===== config.mk =====
export PLATFORM = sky130hd
export DESIGN_NAME = perf_ctr_bank
export DESIGN_NICKNAME = d
export VERILOG_FILES = /design/src/rtl/perf_pkg.sv /design/src/rtl/perf_match.sv /design/src/rtl/perf_slot.sv /design/src/rtl/perf_ctr_bank.sv
export SDC_FILE = /design/constraint.sdc
export NUM_CORES = 2
export LEC_CHECK = 0
export BUFFER_PORTS_ARGS = -buffer_cell sky130_fd_sc_hd__buf_4
export CAP_MARGIN = 0
export CORE_MARGIN = 2
export CORE_UTILIZATION = 30
export CTS_BUF_LIST = sky130_fd_sc_hd__clkbuf_8
export DETAILED_ROUTE_END_ITERATION = 10
export PLACE_DENSITY = 0.41
export SYNTH_ARGS = -nofsm -noshare
export SYNTH_HDL_FRONTEND = slang
export SYNTH_SLANG_ARGS = --single-unit

===== constraint.sdc =====
create_clock -name clk -period 6 [get_ports clk]
set_clock_uncertainty 0.2 [all_clocks]
set_input_delay 1.2 -clock clk [delete_from_list [all_inputs] [get_ports clk]]
set_output_delay 1.2 -clock clk [all_outputs]
set_load 0.05 [all_outputs]

===== src/rtl/perf_pkg.sv =====
package perf_pkg;
  localparam int EVT_W = 15;
  localparam int PID_W = 20;
  localparam int DID_W = 24;
  localparam int SEL_W = 63;           // selector bits held apart from the flag
  localparam int PM_BIT = 15;
  localparam int PID_LSB = 16;
  localparam int DID_LSB = 36;
  localparam int PV_BIT = 60;
  localparam int DV_BIT = 61;
  localparam int IDT_BIT = 62;
  localparam int FLAG_BIT = 63;

  // Device-tag bits that take part in the compare; with partial match on,
  // everything up to and including the lowest zero bit is a don't-care.
  function automatic logic [DID_W-1:0] did_care_mask(input logic [DID_W-1:0] v,
                                                      input logic partial);
    if (partial) return ~(v ^ (v + DID_W'(1)));
    return '1;
  endfunction

  function automatic logic strobe_hits(input logic [SEL_W-1:0] sel,
                                       input logic [EVT_W-1:0] id,
                                       input logic [PID_W-1:0] pid,
                                       input logic [DID_W-1:0] did,
                                       input logic typ);
    logic [EVT_W-1:0] code;
    logic [PID_W-1:0] spid;
    logic [DID_W-1:0] sdid;
    logic id_ok, pid_ok, did_ok, typ_ok;
    code   = sel[EVT_W-1:0];
    spid   = sel[PID_LSB +: PID_W];
    sdid   = sel[DID_LSB +: DID_W];
    id_ok  = (code != '0) && (code == id);
    pid_ok = !sel[PV_BIT] || (pid == spid);
    did_ok = !sel[DV_BIT] || (((did ^ sdid) & did_care_mask(sdid, sel[PM_BIT])) == '0);
    typ_ok = !(sel[PV_BIT] || sel[DV_BIT]) || (typ == sel[IDT_BIT]);
    return id_ok && pid_ok && did_ok && typ_ok;
  endfunction
endpackage


===== src/rtl/perf_match.sv =====
module perf_match
  import perf_pkg::*;
#(
  parameter int NUM_SRC = 2,
  parameter int INC_W = 2
) (
  input  logic [SEL_W-1:0]         sel,
  input  logic [NUM_SRC-1:0]       evt_valid,
  input  logic [NUM_SRC*EVT_W-1:0] evt_id,
  input  logic [NUM_SRC*PID_W-1:0] evt_pid,
  input  logic [NUM_SRC*DID_W-1:0] evt_did,
  input  logic [NUM_SRC-1:0]       evt_idtype,
  output logic [INC_W-1:0]         inc
);
  logic [NUM_SRC-1:0] hit;

  for (genvar s = 0; s < NUM_SRC; s++) begin : g_lane
    assign hit[s] = evt_valid[s] &&
                    strobe_hits(sel, evt_id[s*EVT_W +: EVT_W], evt_pid[s*PID_W +: PID_W],
                                evt_did[s*DID_W +: DID_W], evt_idtype[s]);
  end

  always_comb begin
    inc = '0;
    for (int s = 0; s < NUM_SRC; s++) inc = inc + INC_W'(hit[s]);
  end
endmodule


===== src/rtl/perf_slot.sv =====
module perf_slot #(
  parameter int CTR_W = 40,
  parameter int INC_W = 2
) (
  input  logic             clk,
  input  logic             rst_n,
  input  logic             run,
  input  logic [INC_W-1:0] inc,
  input  logic             cnt_wr,
  input  logic [CTR_W-1:0] cnt_wdata,
  input  logic             flag_wr,
  input  logic             flag_wdata,
  output logic [CTR_W-1:0] count,
  output logic             flag,
  output logic             raise
);
  logic [CTR_W:0] sum;
  logic           wrap;

  assign sum   = {1'b0, count} + (CTR_W+1)'(inc);
  assign wrap  = run && !cnt_wr && sum[CTR_W];
  assign raise = wrap && !flag;

  always_ff @(posedge clk) begin
    if (!rst_n) begin
      count <= '0;
      flag  <= 1'b0;
    end else begin
      if (cnt_wr)   count <= cnt_wdata;
      else if (run) count <= sum[CTR_W-1:0];
      if (flag_wr)   flag <= flag_wdata;
      else if (wrap) flag <= 1'b1;
    end
  end

  AST_INHIBIT_FREEZES: assert property (@(posedge clk) disable iff (!rst_n)
    (!run && !cnt_wr) |=> $stable(count));
  AST_WRAP_SETS_FLAG: assert property (@(posedge clk) disable iff (!rst_n)
    (wrap && !flag_wr) |=> flag);
  AST_WRAP_GOES_LOWER: assert property (@(posedge clk) disable iff (!rst_n)
    wrap |=> (count < $past(count)));
endmodule


===== src/rtl/perf_ctr_bank.sv =====
module perf_ctr_bank
  import perf_pkg::*;
#(
  parameter int NUM_EVT = 7,
  parameter int CTR_W = 40,
  parameter int NUM_SRC = 2,
  parameter int ADDR_W = 12
) (
  input  logic                     clk,
  input  logic                     rst_n,
  input  logic                     reg_wr_en,
  input  logic [ADDR_W-1:0]        reg_addr,
  input  logic [63:0]              reg_wdata,
  output logic [63:0]              reg_rdata,
  input  logic [NUM_SRC-1:0]       evt_valid,
  input  logic [NUM_SRC*EVT_W-1:0] evt_id,
  input  logic [NUM_SRC*PID_W-1:0] evt_pid,
  input  logic [NUM_SRC*DID_W-1:0] evt_did,
  input  logic [NUM_SRC-1:0]       evt_idtype,
  output logic                     ovf_irq
);
  localparam int NUM_CTR  = NUM_EVT + 1;
  localparam int INC_W    = $clog2(NUM_SRC + 1);
  localparam int CTR_BASE = 'h068;
  localparam int SEL_BASE = 'h160;
  localparam int INH_OFS  = 'h058;
  localparam int OVF_OFS  = 'h060;

  function automatic logic [ADDR_W-1:0] ctr_addr(input int n);
    return ADDR_W'(CTR_BASE + 8 * n);
  endfunction

  function automatic logic [ADDR_W-1:0] sel_addr(input int n);
    return ADDR_W'(SEL_BASE + 8 * (n - 1));
  endfunction

  logic [NUM_CTR-1:0] inhibit_q;
  logic [NUM_CTR-1:0] ovf_q;
  logic [NUM_CTR-1:0] ovf_clr;
  logic [NUM_CTR-1:0] raise_v;
  logic [NUM_CTR-1:0] flag_v;
  logic [NUM_CTR-1:0] wr_ctr;
  logic [NUM_EVT-1:0] wr_sel;
  logic               wr_inh;
  logic               wr_ovf;
  logic [SEL_W-1:0]   sel_q [NUM_EVT];
  logic [CTR_W-1:0]   cnt   [NUM_CTR];

  assign wr_inh  = reg_wr_en && (reg_addr == ADDR_W'(INH_OFS));
  assign wr_ovf  = reg_wr_en && (reg_addr == ADDR_W'(OVF_OFS));
  assign ovf_clr = wr_ovf ? reg_wdata[NUM_CTR-1:0] : '0;
  assign ovf_irq = |ovf_q;

  // Cycle counter: no selector, flag kept with the count
  assign wr_ctr[0] = reg_wr_en && (reg_addr == ctr_addr(0));

  perf_slot #(.CTR_W(CTR_W), .INC_W(INC_W)) u_cyc (
    .clk(clk), .rst_n(rst_n), .run(!inhibit_q[0]), .inc(INC_W'(1)),
    .cnt_wr(wr_ctr[0]), .cnt_wdata(reg_wdata[CTR_W-1:0]),
    .flag_wr(wr_ctr[0]), .flag_wdata(reg_wdata[FLAG_BIT]),
    .count(cnt[0]), .flag(flag_v[0]), .raise(raise_v[0])
  );

  // Event counters: flag lives in the selector's top bit
  for (genvar g = 1; g < NUM_CTR; g++) begin : g_evt
    logic [INC_W-1:0] inc;

    assign wr_ctr[g]   = reg_wr_en && (reg_addr == ctr_addr(g));
    assign wr_sel[g-1] = reg_wr_en && (reg_addr == sel_addr(g));

    perf_match #(.NUM_SRC(NUM_SRC), .INC_W(INC_W)) u_match (
      .sel(sel_q[g-1]), .evt_valid(evt_valid), .evt_id(evt_id), .evt_pid(evt_pid),
      .evt_did(evt_did), .evt_idtype(evt_idtype), .inc(inc)
    );

    perf_slot #(.CTR_W(CTR_W), .INC_W(INC_W)) u_slot (
      .clk(clk), .rst_n(rst_n), .run(!inhibit_q[g]), .inc(inc),
      .cnt_wr(wr_ctr[g]), .cnt_wdata(reg_wdata[CTR_W-1:0]),
      .flag_wr(wr_sel[g-1]), .flag_wdata(reg_wdata[FLAG_BIT]),
      .count(cnt[g]), .flag(flag_v[g]), .raise(raise_v[g])
    );

    AST_ZERO_CODE_IDLE: assert property (@(posedge clk) disable iff (!rst_n)
      ((sel_q[g-1][EVT_W-1:0] == '0) && !wr_ctr[g]) |=> $stable(cnt[g]));
  end

  always_ff @(posedge clk) begin
    if (!rst_n) begin
      inhibit_q <= '1;
      ovf_q     <= '0;
      for (int n = 0; n < NUM_EVT; n++) sel_q[n] <= '0;
    end else begin
      if (wr_inh) inhibit_q <= reg_wdata[NUM_CTR-1:0];
      ovf_q <= (ovf_q & ~ovf_clr) | raise_v;
      for (int n = 0; n < NUM_EVT; n++)
        if (wr_sel[n]) sel_q[n] <= reg_wdata[SEL_W-1:0];
    end
  end

  always_comb begin
    reg_rdata = '0;
    if (reg_addr == ADDR_W'(INH_OFS)) reg_rdata = 64'(inhibit_q);
    if (reg_addr == ADDR_W'(OVF_OFS)) reg_rdata = 64'(ovf_q);
    for (int n = 0; n < NUM_CTR; n++)
      if (reg_addr == ctr_addr(n))
        reg_rdata = {(n == 0) ? flag_v[0] : 1'b0, (63-CTR_W)'(0), cnt[n]};
    for (int n = 1; n < NUM_CTR; n++)
      if (reg_addr == sel_addr(n)) reg_rdata = {flag_v[n], sel_q[n-1]};
  end

  AST_STATUS_STICKY: assert property (@(posedge clk) disable iff (!rst_n)
    !wr_ovf |=> ((ovf_q & $past(ovf_q)) == $past(ovf_q)));
endmodule


==> impl_metrics.env <==
export IMPL_max_clock_path_buffers=3
export IMPL_cts_sinks=785
export IMPL_hp_class="reg2reg"
export IMPL_async_reset_ff_share_pct=0
export IMPL_most_common_layout_cells="824 x nor2_1, 680 x buf_4, 616 x xnor2_1"
export IMPL_p_int_mw=9.21
export IMPL_final_design_area_excluding_fillers_mm2=0.0618
export IMPL_p_per_area_mw_per_mm2=215
export IMPL_vias_in_the_first_global_route=49800
export IMPL_synth_ff_latch_count=785
export IMPL_count_of_flip_flops_with_a_built_in_enable_after_synthesis=441
export IMPL_globalRouteTotalUtil_pct=32.0
export IMPL_mapped_avg_cell_area_um2=8.48
export IMPL_power_sequential_fraction_pct=46.7
export IMPL_clockRootBuffer="clkbuf_8"
export IMPL_dieHeight_um=421
export IMPL_switchingPower_mw=4.06
export IMPL_postSynthCellCount=6139
export IMPL_setup_viol=0
export IMPL_worst_path_max_delay_cell="or4_1"
export IMPL_net_count_of_the_finished_layout=6720
export IMPL_fp_dieArea_mm2=0.177
export IMPL_postPlaceCellArea_mm2=0.0588
export IMPL_drtAntennaViolNets=0
export IMPL_via_count=51400
export IMPL_drc=0
export IMPL_number_of_buffers_and_inverters_on_the_critical_path=6
export IMPL_syn_nets=6362
export IMPL_std_cell_rows=152
export IMPL_drv_cap=0
export IMPL_startpoint_type="input port"
export IMPL_cpLargestDelayFamily="simple AND/OR/NAND/NOR gates"
export IMPL_n_fill_cell=18100
export IMPL_postRouteWirelength_mm=290
export IMPL_critPathCaptureType="output port"
export IMPL_ioPinCount=266
export IMPL_vdd_drop_max_mv=0.234
export IMPL_rrSetupSlack_ns=0.16
export IMPL_distinct_cells_synth=86
export IMPL_detailedPlace_worstSlack_ns=-0.336
export IMPL_max_clk_rate_mhz=168
export IMPL_path_max_fanout=9
export IMPL_timing_critical_path_required_ns=4.60
export IMPL_slew_viol_final=0
export IMPL_grt_first_pass_wirelength_mm=399
export IMPL_cp_cell_sequence="buf_4 -> or4_1 -> buf_4 -> nor3_2 -> buf_6 -> nand2_1 -> o211ai_1 -> a221oi_1 -> buf_4 -> o2111ai_1 -> buf_4 -> a221oi_1 -> nor3_1 -> buf_4"
export IMPL_drt_vias_per_instance=5.75
export IMPL_grt_remaining_overflow=0
export IMPL_drt_wirelength_per_cell_um=32.5
export IMPL_numPortBuffers=265
export IMPL_final_hold_worst_slack_ns=0.321
export IMPL_final_worst_slack_ns=0.0546
export IMPL_gp_congestion=0.966
export IMPL_share_comb_of_total_power_pct=12.8
export IMPL_switching_share_pct=30.6
export IMPL_routedLengthMet1_mm=125
export IMPL_setup_total_negative_slack_ns=0
export IMPL_insertion_delay_ns=0.93
export IMPL_yosysSeqAreaShare_pct=38.7
export IMPL_timing_critical_path_mode_cell="buf_4"
export IMPL_layout_drive_gt1_share_pct=15.0
export IMPL_cp_arrival_ns=4.55
export IMPL_final_period_utilization_pct=99.1
export IMPL_place_detailed_hpwl_mm=221
export IMPL_clock_tree_htree_level_count=4
export IMPL_leading_cell_type_in_the_layout_fill_and_taps_excluded="nor2_1"
export IMPL_post_synthesis_instance_area_mm2=0.0520
export IMPL_power_clock_fraction_pct=40.6
export IMPL_total_power_mw=13.3
export IMPL_p_leak_nw=21.4
export IMPL_critical_path_max_stage_delay_ns=0.62
export IMPL_top_layer_used="met4"
export IMPL_grt_antenna_before_repair=10
export IMPL_final_hold_viol_count=0
export IMPL_routed_wl_met2_mm=133
export IMPL_start_util_pct=30.3
export IMPL_worst_pin_slew_ns=1.26
export IMPL_clock_tree_from_tritoncts="built"
export IMPL_timing_slew_headroom_pct=15.9
export IMPL_clk_pin_slew_worst_paths_ns=0.06
export IMPL_post_route_min_period_ns=5.95
export IMPL_outcome="finished, final reports clean"
export IMPL_detail_route_first_pass_iterations=7
export IMPL_detailedRoute_firstIterationViolations=5754
export IMPL_crit_type="in2out"
export IMPL_yosysWarnings=0
export IMPL_die_w_um=421
export IMPL_grt_max_degree=96
export IMPL_met3RoutedLength_mm=19.4
export IMPL_core_area_mm2=0.172
export IMPL_tritoncts_num_buffers=155
export IMPL_syn2layout_area_growth_pct=18.8
export IMPL_dominantRegCellSynth="edfxtp_1"
[cell families after synthesis]
kind of cell,after synthesis,share of synthesized area [%]
adders and majority gates,22,0.630
and+or+nand+nor,2254,20.3
AOI/OAI and AO/OA,1344,17.3
muxes,16,0.310
xor gates and xnor gates,1071,18.0
buffers and inverters,647,4.79
DFF,785,38.7
[flip-flops by register name, indices dropped and copies added, names as in the netlist]
register	flops
sel_q	441
g_evt.u_slot.count	280
u_cyc.count	40
inhibit_q	8
ovf_q	8
g_evt.u_slot.flag	7
u_cyc.flag	1
[synth_stat cells, types with 44 or more instances]
cell type / instances / area, um^2
a21oi_1: 278 / 1390
edfxtp_1: 441 / 13200
and3_1: 63 / 394
buf_2: 44 / 220
nand3_1: 291 / 1460
clkbuf_1: 408 / 1530
o21ai_0: 313 / 1570
nand4_1: 193 / 1210
a222oi_1: 54 / 541
inv_1: 143 / 537
dfxtp_1: 344 / 6890
buf_1: 46 / 173
nor2_1: 832 / 3120
nor3_1: 97 / 485
o22ai_1: 81 / 507
nand2_1: 499 / 1870
and4_1: 50 / 438
nor4_1: 100 / 626
a211oi_1: 194 / 1460
xnor2_1: 616 / 5400
a22oi_1: 102 / 766
xor2_1: 455 / 3990
[final cells by class]
type / instances / area (um^2) / share of cell area (%)
inverter: 145 / 549 / 0.889
tap: 2310 / 2890 / 4.68
multi-input combinational: 4707 / 29800 / 48.2
clock buffer: 172 / 2370 / 3.83
timing repair buffer: 703 / 5550 / 8.98
antenna: 9 / 22.5 / 0.0364
clock inverter: 97 / 531 / 0.858
sequential: 785 / 20100 / 32.6
[power by group through the flow]
stage               logic [mW]  clock network (mW)  registers [mW]
floorplan                0.965                   0            6.13
global placement          1.68                   0            6.30
detailed placement        1.66                   0            6.29
CTS                       1.67                5.50            6.18
global route              1.78                5.72            6.20
finish                    1.70                5.38            6.19
[worst min-delay path, delay by kind of cell (launching register included)]
kind             cells  cell delay [ns]
flip-flops           1             0.34
AND/OR/NAND/NOR      1             0.07
AO/OA/AOI/OAI        1             0.06
[metrics by stage]
step	util (%)	std cells
after floorplan	-	6139
after global placement	34.2	8649
after detailed placement	34.2	8649
after CTS	35.9	8918
after global routing	35.9	8923
final	36.0	8928
[routing by layer]
layer | vias to the layer above | global-route usage [%]
li1 | 22900 | -
met1 | 25800 | 42.8
met2 | 2271 | 51.6
met3 | 445 | 4.74
met4 | 0 | 12.8
met5 | - | 0
[path summary, 6_finish.rpt]
check                                   from            end  depth (start not counted)
worst min register to register      ovf_q[4]       ovf_q[4]                          2
worst max register to register  sel_q[3][44]       ovf_q[4]                         21
worst max-delay path             reg_addr[8]  reg_rdata[39]                         14
worst min-delay path                ovf_q[4]       ovf_q[4]                          2
[timing repair]
item                                    in CTS  in global routing
hold buffers                                 0                  0
gates resized for setup                      5                 15
buffers inserted                             0                  1
pin swaps                                    0                  2
endpoints found under the setup margin       6                 22
Note: power is estimated with default switching activity, not from simulation.
